File: src/rtl/regbank_pkg.sv
package regbank_pkg;
  typedef enum logic [1:0] {
    FOP_LOGIC = 2'd0,
    FOP_ADD   = 2'd1,
    FOP_SUB   = 2'd2,
    FOP_KEEPC = 2'd3
  } flag_op_e;
endpackage

File: src/rtl/rb_bank_ctl.sv
module rb_bank_ctl #(
  parameter int BANK_W = 1
) (
  input  logic              clk_i,
  input  logic              rst_ni,
  input  logic              set_i,
  input  logic [BANK_W-1:0] sel_i,
  output logic [BANK_W-1:0] bank_o
);
  logic [BANK_W-1:0] bank_q;

  always_ff @(posedge clk_i or negedge rst_ni) begin
    if (!rst_ni)    bank_q <= '0;
    else if (set_i) bank_q <= sel_i;
  end

  assign bank_o = bank_q;


  bank_hold_chk: assert property (@(posedge clk_i) disable iff (!rst_ni)
    !set_i |=> $stable(bank_q));


  bank_load_chk: assert property (@(posedge clk_i) disable iff (!rst_ni)
    set_i |=> bank_q == $past(sel_i));
endmodule

File: src/rtl/rb_reg_array.sv
module rb_reg_array #(
  parameter int DATA_W    = 8,
  parameter int NUM_REGS  = 16,
  parameter int NUM_BANKS = 2,
  parameter int ADDR_W    = 4,
  parameter int BANK_W    = 1
) (
  input  logic              clk_i,
  input  logic [BANK_W-1:0] bank_i,
  input  logic              we_i,
  input  logic [ADDR_W-1:0] waddr_i,
  input  logic [DATA_W-1:0] wdata_i,
  input  logic [ADDR_W-1:0] raddr_a_i,
  input  logic [ADDR_W-1:0] raddr_b_i,
  output logic [DATA_W-1:0] rdata_a_o,
  output logic [DATA_W-1:0] rdata_b_o
);
  logic [DATA_W-1:0] bank_rd_a [NUM_BANKS];
  logic [DATA_W-1:0] bank_rd_b [NUM_BANKS];

  for (genvar b = 0; b < NUM_BANKS; b++) begin : g_bank
    logic [DATA_W-1:0] regs_q [NUM_REGS];
    logic              hit;

    assign hit = we_i && (bank_i == BANK_W'(b));

    // no reset: contents are undefined until written
    always_ff @(posedge clk_i) begin
      if (hit) regs_q[waddr_i] <= wdata_i;
    end

    assign bank_rd_a[b] = regs_q[raddr_a_i];
    assign bank_rd_b[b] = regs_q[raddr_b_i];
  end

  assign rdata_a_o = bank_rd_a[bank_i];
  assign rdata_b_o = bank_rd_b[bank_i];
endmodule

File: src/rtl/rb_flag_unit.sv
module rb_flag_unit
  import regbank_pkg::*;
#(
  parameter int DATA_W = 8
) (
  input  logic            clk_i,
  input  logic            rst_ni,
  input  logic            flag_en_i,
  input  flag_op_e        op_i,
  input  logic [DATA_W-1:0] alu_res_i,
  input  logic [DATA_W:0]   arith_res_i,
  input  logic            i_we_i,
  input  logic            i_val_i,
  output logic            z_o,
  output logic            c_o,
  output logic            i_o
);
  logic z_q, c_q, i_q;
  logic z_nxt, c_nxt;
  logic [DATA_W-1:0] z_src;

  always_comb begin
    z_src = (op_i == FOP_ADD || op_i == FOP_SUB) ? arith_res_i[DATA_W-1:0] : alu_res_i;
    z_nxt = (z_src == '0);
    unique case (op_i)
      FOP_ADD, FOP_SUB: c_nxt = arith_res_i[DATA_W];
      FOP_LOGIC:        c_nxt = 1'b0;
      default:          c_nxt = c_q;
    endcase
  end

  always_ff @(posedge clk_i or negedge rst_ni) begin
    if (!rst_ni) begin
      z_q <= 1'b0;
      c_q <= 1'b0;
      i_q <= 1'b0;
    end else begin
      if (flag_en_i) begin
        z_q <= z_nxt;
        c_q <= c_nxt;
      end
      if (i_we_i) i_q <= i_val_i;
    end
  end

  assign z_o = z_q;
  assign c_o = c_q;
  assign i_o = i_q;


  flags_hold_chk: assert property (@(posedge clk_i) disable iff (!rst_ni)
    !flag_en_i |=> $stable(z_q) && $stable(c_q));


  keepc_hold_chk: assert property (@(posedge clk_i) disable iff (!rst_ni)
    flag_en_i && op_i == FOP_KEEPC |=> $stable(c_q));


  add_carry_chk: assert property (@(posedge clk_i) disable iff (!rst_ni)
    flag_en_i && op_i == FOP_ADD |=> c_q == $past(arith_res_i[DATA_W]));


  ie_hold_chk: assert property (@(posedge clk_i) disable iff (!rst_ni)
    !i_we_i |=> $stable(i_q));
endmodule

File: src/rtl/regbank_flags.sv
module regbank_flags
  import regbank_pkg::*;
#(
  parameter int DATA_W    = 8,
  parameter int NUM_REGS  = 16,
  parameter int NUM_BANKS = 2,
  localparam int ADDR_W   = $clog2(NUM_REGS),
  localparam int BANK_W   = (NUM_BANKS > 1) ? $clog2(NUM_BANKS) : 1
) (
  input  logic              clk_i,
  input  logic              rst_ni,
  input  logic              bank_set_i,
  input  logic [BANK_W-1:0] bank_sel_i,
  input  logic              wr_en_i,
  input  logic [ADDR_W-1:0] wr_addr_i,
  input  logic [DATA_W-1:0] wr_data_i,
  input  logic [ADDR_W-1:0] rd_a_addr_i,
  output logic [DATA_W-1:0] rd_a_data_o,
  input  logic [ADDR_W-1:0] rd_b_addr_i,
  output logic [DATA_W-1:0] rd_b_data_o,
  input  logic              flag_en_i,
  input  logic [1:0]        flag_op_i,
  input  logic [DATA_W-1:0] alu_res_i,
  input  logic [DATA_W:0]   arith_res_i,
  input  logic              i_we_i,
  input  logic              i_val_i,
  output logic [BANK_W-1:0] bank_o,
  output logic              z_o,
  output logic              c_o,
  output logic              i_o
);
  logic [BANK_W-1:0] bank;

  rb_bank_ctl #(.BANK_W(BANK_W)) u_bank (
    .clk_i (clk_i),
    .rst_ni(rst_ni),
    .set_i (bank_set_i),
    .sel_i (bank_sel_i),
    .bank_o(bank)
  );

  rb_reg_array #(
    .DATA_W(DATA_W), .NUM_REGS(NUM_REGS), .NUM_BANKS(NUM_BANKS),
    .ADDR_W(ADDR_W), .BANK_W(BANK_W)
  ) u_regs (
    .clk_i    (clk_i),
    .bank_i   (bank),
    .we_i     (wr_en_i),
    .waddr_i  (wr_addr_i),
    .wdata_i  (wr_data_i),
    .raddr_a_i(rd_a_addr_i),
    .raddr_b_i(rd_b_addr_i),
    .rdata_a_o(rd_a_data_o),
    .rdata_b_o(rd_b_data_o)
  );

  rb_flag_unit #(.DATA_W(DATA_W)) u_flags (
    .clk_i      (clk_i),
    .rst_ni     (rst_ni),
    .flag_en_i  (flag_en_i),
    .op_i       (flag_op_e'(flag_op_i)),
    .alu_res_i  (alu_res_i),
    .arith_res_i(arith_res_i),
    .i_we_i     (i_we_i),
    .i_val_i    (i_val_i),
    .z_o        (z_o),
    .c_o        (c_o),
    .i_o        (i_o)
  );

  assign bank_o = bank;


  switch_keeps_flags_chk: assert property (@(posedge clk_i) disable iff (!rst_ni)
    bank_set_i && !flag_en_i && !i_we_i |=> $stable(z_o) && $stable(c_o) && $stable(i_o));
endmodule

File: config.mk
export PLATFORM = sky130hd
export DESIGN_NAME = regbank_flags
export DESIGN_NICKNAME = d
export VERILOG_FILES = /design/src/rtl/regbank_pkg.sv /design/src/rtl/rb_bank_ctl.sv /design/src/rtl/rb_reg_array.sv /design/src/rtl/rb_flag_unit.sv /design/src/rtl/regbank_flags.sv
export SDC_FILE = /design/constraint.sdc
export NUM_CORES = 1
export LEC_CHECK = 0
export BUFFER_PORTS_ARGS = -buffer_cell sky130_fd_sc_hd__buf_2
export CORE_AREA = 2 2 159 161
export DETAILED_ROUTE_END_ITERATION = 10
export DIE_AREA = 0 0 161 163
export PLACE_DENSITY_LB_ADDON = 0.2
export SLEW_MARGIN = 15
export SYNTH_ARGS = -nofsm -noshare
export SYNTH_HDL_FRONTEND = slang
export SYNTH_SLANG_ARGS = --single-unit
File: constraint.sdc
create_clock -name clk_i -period 5.7 [get_ports clk_i]
set_input_delay 1.14 -clock clk_i [delete_from_list [all_inputs] [get_ports clk_i]]
set_output_delay 1.14 -clock clk_i [all_outputs]
set_load 0.02 [all_outputs]
==> flow_summary.yaml, run 1 <==
critical_path:
  crit_path_end_kind: "output pin"
  cp_cell_sequence: "buf_4, buf_12, mux4_2, mux4_2, mux2_2, buf_2"
  startpoint_type: "input pin"
  crit_type: "in -> out"
  crit_path_start: "rd_a_addr_i[1]"
  cp_data_arrival_time_ns: 3.52
  ff2ff_path_depth: 4
  rr_endpoint: "u_regs.g_bank[1].regs_q[5][2]"
  rrSetupSlack_ns: 3.28
  timing.rr.start: "u_bank.bank_o"
  cp_common_cell: "mux4_2"
  crit_slowest_cell: "mux4_2"
  max_stage_delay_ns: 0.55
  crit_fanout: 42
  cp-endpoint: "rd_a_data_o[5]"
  cp.required_ns: 4.56
synthesis:
  avgSynthCellArea_um2: 22.2
  ys_warn_count: 0
  syn_area_um2: 12100
  ys_seq_area_share_pct: 64.3
  synth_cell_types: 24
  ys_ff_latch: 260
  syn_nets: 594
  synthCells: 545
sta:
  worst-slew-pin-transition_ns: 1.11
  slew_violations: 0
  finalSetupViolations: 0
  post-route-period-util_pct: 81.8
  rsz0062_at_grt: "false"
  hold_viol: 0
  fmax_ghz: 0.215
  skew_ns: 0.00703
  period_needed_ns: 4.66
  setup_tns_ns: 0
  maxSlewHeadroom_pct: 25.8
floorplan:
  core_area_um2: 24700
  die_width_um: 161
  die_h_um: 163
  start_util_pct: 49.1
  die_area_um2: 26200
  io_pins: 67
  rows: 58
cells_and_area:
  final_cells: 958
  nets: 661
  fillCellCount: 1851
  area_growth_pct: 12.2
  layout-drive-gt1-share_pct: 47.5
  antenna_cells: 0
  stdcell_area_um2: 13600
clock_tree:
  clock_latency_ns: 0.52
  cts_tree: "built"
  clk_path_buf_depth: 3
  cts_resized: 0
  clk_pin_slew_worst_paths_ns: 0.06
  h-tree-depth: 1
  numCtsBuffers: 26
  clock-root-buffer: "clkbuf_16"
  cts_sinks: 260
  cts_setup_buffers: 0
  ctsHoldBuffers: 0
place:
  port_buffers: 66
  placed_area_um2: 12800
  gp_congestion: 0.896
  hpwl_um: 19500
  dp.cells: 914
route:
  dr.pass1.iters: 5
  ant_nets: 0
  routed_wl_um: 29200
  drt_iter0_markers: 758
  drc: 0
  dr_total_vias: 6341
  detail_route.wl_per_cell_um: 30.5
  via_per_inst: 6.62
run:
  drv_cap: 0
global_routing:
  first_global_vias: 6373
  grt_util_all_layers_pct: 22.8
  grt_max_degree: 43
  grt_pass1_wl_um: 42800
  grt_overflow: 0
  antenna_found_initial: 0
run_status:
  outcome: "complete, no violations"
min_path:
  hold_path_class: "in -> async"
pwr:
  power_leakage_nw: 4.30
  power.density_nw_per_um2: 302
  p_total_w: 0.00411
  peakVddDrop_mv: 0.156
## worst max-delay path: cells and delay by family
family / cells / cell delay (ns)
buf+inv: 3 / 0.91
mux: 3 / 1.40
## cell type report
| class | count | area, µm² | share of cell area, % |
|---|---|---|---|
| Clock inverter | 13 | 83.8 | 0.616 |
| Multi-Input combinational cell | 240 | 4110 | 30.2 |
| Clock buffer | 31 | 691 | 5.08 |
| Sequential cell | 260 | 7790 | 57.2 |
| Timing Repair Buffer | 80 | 503 | 3.70 |
| Inverter | 4 | 15.0 | 0.110 |
| Tap cell | 330 | 413 | 3.04 |
## Yosys cell counts
cell | count | area (µm²)
edfxtp_1 | 256 | 7690
mux4_2 | 160 | 3600
nor2_1 | 36 | 135
mux2_2 | 18 | 203
clkbuf_1 | 14 | 52.6
buf_4 | 12 | 90.1
buf_1 | 11 | 41.3
nand3_1 | 6 | 30.0
dfrtp_1 | 4 | 100
inv_1 | 4 | 15.0
nand2_1 | 4 | 15.0
nor2b_1 | 3 | 18.8
buf_2 | 2 | 10.0
buf_6 | 2 | 22.5
ha_1 | 2 | 25.0
nand2b_1 | 2 | 12.5
nor4_1 | 2 | 12.5
a31oi_1 | 1 | 6.26
nand4_1 | 1 | 6.26
nor3_1 | 1 | 5.00
nor3b_1 | 1 | 7.51
o21ai_0 | 1 | 5.00
o41ai_1 | 1 | 8.76
or2_2 | 1 | 6.26
## power breakdown
| part | internal [W] | leakage, nW | total (W) | switching (W) |
|---|---|---|---|---|
| clock | 0.000900 | 0.387 | 0.00158 | 0.000684 |
| combinational | 0.000182 | 1.56 | 0.000399 | 0.000217 |
| sequential | 0.00212 | 2.35 | 0.00213 | 0.00000683 |
| total | 0.00320 | 4.30 | 0.00411 | 0.000908 |
## metal layers
| metal | GRT usage [%] | up-vias | routed length (µm) |
|---|---|---|---|
| met4 | 5.60 | 0 | 587 |
| met3 | 5.25 | 41 | 3030 |
| met5 | 0 | - | 0 |
| met1 | 31.9 | 3387 | 11400 |
| li1 | - | 2532 | - |
| met2 | 37.1 | 381 | 14200 |
## sequential cells by signal (all words and copies together), names as in the netlist
name / cells
u_flags.z_o: 1
u_flags.i_o: 1
u_regs.g_bank.regs_q: 256
u_bank.bank_o: 1
u_flags.c_o: 1
## cells by family after synthesis
kind of cell | count (synthesis) | synth area share (%)
DFF | 260 | 64.3
buffers and inverters | 45 | 1.91
and+or+nand+nor | 57 | 2.05
adders and majority gates | 2 | 0.206
muxes | 178 | 31.4
AOI/OAI and AO/OA | 3 | 0.165
## placed cells by master, fill, tap and decap left out
| cell | Yosys | layout |
|---|---|---|
| ha_1 | 2 | 2 |
| nand4_1 | 1 | 1 |
| nand2_1 | 4 | 4 |
| o41ai_1 | 1 | 1 |
| nor3_1 | 1 | 1 |
| mux4_2 | 160 | 160 |
| clkbuf_16 | 0 | 27 |
| edfxtp_1 | 256 | 256 |
| dfrtp_1 | 4 | 4 |
| nor4_1 | 2 | 2 |
| clkinv_1 | 0 | 5 |
| inv_1 | 4 | 4 |
| clkinv_2 | 0 | 7 |
| nand2b_1 | 2 | 2 |
| nor3b_1 | 1 | 1 |
| or2_2 | 1 | 1 |
| nor2_2 | 0 | 4 |
| mux2_2 | 18 | 18 |
| buf_2 | 2 | 64 |
| buf_12 | 0 | 5 |
| nor2_1 | 36 | 32 |
| a31oi_1 | 1 | 1 |
| o21ai_0 | 1 | 1 |
| buf_4 | 12 | 11 |
| bufinv_16 | 0 | 1 |
| nand3_1 | 6 | 6 |
| nor2b_1 | 3 | 3 |
| clkbuf_1 | 14 | 4 |
## per-stage QoR
stage | util [%] | hold slack [ns] | worst slack [ns]
final | 55.1 | 0.411 | 1.04
after floorplan | - | 0.618 | 1.67
after global routing | 55.1 | 0.401 | 0.921
after CTS | 55.1 | 0.395 | 1.02
after global placement | 52.0 | 0.482 | 1.02
after detailed placement | 52.0 | 0.513 | 1.03
## worst min-delay path by stage
| stage | from | end | cells past startpoint |
|---|---|---|---|
| finish | rst_ni | u_bank.bank_o | 1 |
| global route | rst_ni | u_bank.bank_o | 1 |
| CTS | rst_ni | u_bank.bank_o | 1 |
| detailed placement | u_flags.c_o | u_flags.c_o | 2 |
| global placement | u_flags.c_o | u_flags.c_o | 2 |
| floorplan | u_flags.c_o | u_flags.c_o | 2 |
Power figures use the tool's default switching activity.
==> run 2: changes to the inputs <==
==> constraint.sdc (replaced) <==
create_clock -name clk_i -period 4.15 [get_ports clk_i]
set_input_delay 0.83 -clock clk_i [delete_from_list [all_inputs] [get_ports clk_i]]
set_output_delay 0.83 -clock clk_i [all_outputs]
set_load 0.02 [all_outputs]
==> flow_summary.yaml, run 2 (same netlist as run 1, synthesis figures left out) <==
critical_path:
  crit_fanout: 29
  timing.critical_path.buf_inv: 3
  cp_cell_sequence: "buf_4, buf_12, mux4_2, mux4_2, mux2_2, buf_2"
  crit_path_end_kind: "output pin"
  crit_slowest_cell: "mux4_2"
  cp_common_cell: "mux4_2"
  cp.required_ns: 3.32
  startpoint_type: "input pin"
  cp_data_arrival_time_ns: 2.84
  critPathTopFamily: "multiplexers"
  crit_type: "in -> out"
  max_stage_delay_ns: 0.62
cells_and_area:
  stdcell_area_um2: 13800
  final_common_cell: "edfxtp_1"
  largest_register: "u_regs.g_bank.regs_q"
  area_growth_pct: 13.5
  final_cell_mix: "edfxtp_1, mux4_2, buf_2"
  largest_reg_flops: 256
  final_cells: 974
  layout-drive-gt1-share_pct: 50.2
  nets: 673
place:
  dp.cells: 926
  hpwl_um: 20500
  placed_area_um2: 13000
  port_buffers: 66
  gp_congestion: 0.819
clock_tree:
  clock_latency_ns: 0.53
  cts_tree: "built"
  ctsHoldBuffers: 0
  clk_path_buf_depth: 3
  cts_setup_buffers: 0
  numCtsBuffers: 26
  clock-root-buffer: "clkbuf_16"
  clk_pin_slew_worst_paths_ns: 0.06
  cts_sinks: 260
  h-tree-depth: 1
  cts_resized: 0
sta:
  hold_viol: 0
  fmax_ghz: 0.273
  finalSetupViolations: 0
  rsz0062_at_grt: "false"
  setup_tns_ns: 0
  worst-slew-pin-transition_ns: 1.25
  maxSlewHeadroom_pct: 16.3
  period_needed_ns: 3.67
  slew_violations: 0
  post-route-period-util_pct: 88.4
  skew_ns: 0.00836
route:
  dr_total_vias: 6456
  detail_route.wl_per_cell_um: 33.2
  routed_wl_um: 32300
  via_per_inst: 6.63
  drc: 0
  drt_iter0_markers: 886
  dr.pass1.iters: 5
  ant_nets: 0
pwr:
  power_leakage_nw: 4.37
  peakVddDrop_mv: 0.281
  power.density_nw_per_um2: 412
global_routing:
  grt_pass1_wl_um: 46900
  grt_util_all_layers_pct: 25.6
  grt_overflow: 0
  antenna_found_initial: 2
  first_global_vias: 6752
  grt_max_degree: 65
floorplan:
  start_util_pct: 49.1
  die_h_um: 163
  die_width_um: 161
  die_area_um2: 26200
  rows: 58
  io_pins: 67
  core_area_um2: 24700
run:
  drv_cap: 0
min_path:
  hold_path_class: "in -> async"
run_status:
  outcome: "complete, no violations"
run 2: area by class of cell:
type                    count  area, µm²
flip-flops and latches    260       7790
multi-input cells         240       4150
repair buffers             92        606
diodes                      1       2.50
inverters                   4       15.0
well taps                 330        413
clock buffers              31        691
fillers                  1836      10900
clock inverters            16        100
run 2: worst paths after layout:
path | from | to | slack (ns) | cells past startpoint
setup / recovery | rd_b_addr_i[1] | rd_b_data_o[0] | 0.48 | 6
max in group asynchronous | rst_ni | u_flags.c_o | 3.94 | 1
hold / removal | rst_ni | u_bank.bank_o | 0.1 | 1
hold reg to reg | u_flags.i_o | u_flags.i_o | 0.51 | 1
setup reg to reg | u_bank.bank_o | u_regs.g_bank[1].regs_q[3][5] | 1.70 | 4
min in group clk_i | u_flags.i_o | u_flags.i_o | 0.51 | 1
run 2: power by group:
group | leakage (nW) | internal [W] | total [W] | switching, W
clock network | 0.386 | 0.00124 | 0.00219 | 0.000950
logic | 1.63 | 0.000253 | 0.000556 | 0.000303
registers | 2.35 | 0.00291 | 0.00292 | 0.00000934
run 2: worst reg2reg max path, cell delays in order (launching register included):
cell and delay [ns]:
dfrtp_1 0.32, buf_4 0.46, nor2b_1 0.29, nand2_1 0.18, nor2_2 0.82
run 2: stage by stage:
stage | total power, W | hold slack, ns | setup slack [ns] | utilization (%)
CTS | 0.00570 | 0.0860 | 0.449 | 55.7
detailed placement | 0.00353 | 0.496 | 0.453 | 52.5
global route | 0.00583 | 0.0919 | 0.379 | 55.8
global placement | 0.00353 | 0.485 | 0.462 | 52.5
finish | 0.00567 | 0.0982 | 0.483 | 55.8
floorplan | 0.00333 | 0.534 | 0.738 | -
run 2: routing by layer:
metal	vias to the layer above	routed length, µm	track usage, %
met4	2	842	7.31
met1	3482	12300	35.2
met5	-	7	0
li1	2561	-	-
met3	53	3340	6.19
met2	358	15800	41.5
==> run 3: changes to the inputs <==
--- a/config.mk
+++ b/config.mk
@@ -5,11 +5,13 @@
 export SDC_FILE = /design/constraint.sdc
 export NUM_CORES = 1
 export LEC_CHECK = 0
+export ABC_CLOCK_PERIOD_IN_PS = 4150
 export BUFFER_PORTS_ARGS = -buffer_cell sky130_fd_sc_hd__buf_2
-export CORE_AREA = 2 2 159 161
+export CORE_AREA = 2 2 152 154
 export DETAILED_ROUTE_END_ITERATION = 10
-export DIE_AREA = 0 0 161 163
+export DIE_AREA = 0 0 154 156
 export PLACE_DENSITY_LB_ADDON = 0.2
+export SKIP_CTS_REPAIR_TIMING = 1
 export SLEW_MARGIN = 15
 export SYNTH_ARGS = -nofsm -noshare
 export SYNTH_HDL_FRONTEND = slang
==> flow_summary.yaml, run 3 (same netlist as run 1, synthesis figures left out) <==
cells_and_area:
  layout-drive-gt1-share_pct: 48.0
  final_cell_mix: "edfxtp_1, mux4_2, buf_2"
  largest_reg_flops: 256
  final_cells: 930
  largest_register: "u_regs.g_bank.regs_q"
  final_common_cell: "edfxtp_1"
  nets: 672
  area_growth_pct: 13.1
  stdcell_area_um2: 13700
sta:
  period_needed_ns: 3.82
  skew_ns: 0.00802
  maxSlewHeadroom_pct: 17.5
  finalSetupViolations: 0
  worst-slew-pin-transition_ns: 1.23
  post-route-period-util_pct: 92.0
  hold_viol: 0
  fmax_ghz: 0.262
  slew_violations: 0
  rsz0062_at_grt: "false"
  setup_tns_ns: 0
critical_path:
  crit_type: "in -> out"
  crit_path_end_kind: "output pin"
  crit_fanout: 20
  cp.required_ns: 3.32
  startpoint_type: "input pin"
  cp_data_arrival_time_ns: 2.99
floorplan:
  rows: 55
  die_h_um: 156
  die_area_um2: 24000
  core_area_um2: 22400
  start_util_pct: 54.2
  io_pins: 67
  die_width_um: 154
clock_tree:
  cts_sinks: 260
  numCtsBuffers: 27
  clk_path_buf_depth: 3
  cts_tree: "built"
  clk_pin_slew_worst_paths_ns: 0.06
  clock_latency_ns: 0.53
  h-tree-depth: 1
  clock-root-buffer: "clkbuf_16"
place:
  port_buffers: 66
  placed_area_um2: 12900
  gp_congestion: 0.845
  hpwl_um: 19500
  dp.cells: 879
global_routing:
  antenna_found_initial: 1
  grt_util_all_layers_pct: 25.1
  grt_max_degree: 65
  first_global_vias: 6603
  grt_overflow: 0
  grt_pass1_wl_um: 43300
route:
  drt_iter0_markers: 596
  via_per_inst: 6.82
  ant_nets: 0
  drc: 0
  dr_total_vias: 6344
  dr.pass1.iters: 5
  routed_wl_um: 28900
  detail_route.wl_per_cell_um: 31.1
pwr:
  power.density_nw_per_um2: 416
  power_leakage_nw: 4.39
  peakVddDrop_mv: 0.270
run_status:
  outcome: "complete, no violations"
min_path:
  hold_path_class: "in -> async"
run:
  drv_cap: 0
run 3: changes by cell type in the layout (fill, tap and decap cells not counted), moves of 5 or more:
cell	change
clkinv_2	+5
nor2_2	-17
nor2_1	+17
buf_4	-5
clkinv_1	-5
run 3: cell type report:
cell class | instances | area (µm²)
fill | 1563 | 8660
sequential | 260 | 7790
multi-input combinational | 240 | 4100
clock buffer | 34 | 702
timing repair buffer | 90 | 628
tap | 285 | 357
clock inverter | 16 | 108
inverter | 4 | 15.0
antenna | 1 | 2.50
run 3: through the flow:
stage | setup WS (ns) | hold slack (ns) | total power, W | utilization (%)
2_1_floorplan | 0.738 | 0.534 | 0.00333 | -
3_3_place_gp | 0.343 | 0.477 | 0.00352 | 57.6
3_5_place_dp | 0.329 | 0.499 | 0.00354 | 57.6
4_1_cts | 0.322 | 0.0865 | 0.00575 | 61.2
5_1_grt | 0.255 | 0.0967 | 0.00588 | 61.3
6_report | 0.333 | 0.106 | 0.00571 | 61.3
run 3: per-layer routing:
layer / global-route usage [%] / share of wire [%] / wire [µm] / vias up
met2: 40.3 / 50 / 14400 / 335
met3: 6.28 / 9.6 / 2790 / 31
met1: 35.5 / 39 / 11300 / 3413
met5: 0 / 0 / 0 / -
met4: 5.79 / 1.6 / 463 / 0
li1: - / - / - / 2565
run 3: worst paths after layout:
path / to / cells past startpoint / from / slack (ns)
worst min register to register: u_flags.i_o / 1 / u_flags.i_o / 0.51
worst min-delay path: u_flags.z_o / 1 / rst_ni / 0.11
worst max register to register: u_regs.g_bank[1].regs_q[5][7] / 4 / u_bank.bank_o / 1.43
min in group clk_i: u_flags.i_o / 1 / u_flags.i_o / 0.51
max in group asynchronous: u_flags.i_o / 1 / rst_ni / 3.91
worst max-delay path: rd_a_data_o[1] / 6 / rd_a_addr_i[1] / 0.33
run 3: power breakdown:
group | switching [W] | internal (W) | leakage, nW
registers | 0.0000147 | 0.00291 | 2.35
logic | 0.000297 | 0.000259 | 1.63
clock network | 0.000963 | 0.00126 | 0.405
total | 0.00127 | 0.00443 | 4.39
run 3: critical path, cell delays in order:
cell and delay, ns:
buf_4 0.33, buf_12 0.26, mux4_2 0.54, mux4_2 0.54
mux2_2 0.30, buf_2 0.16
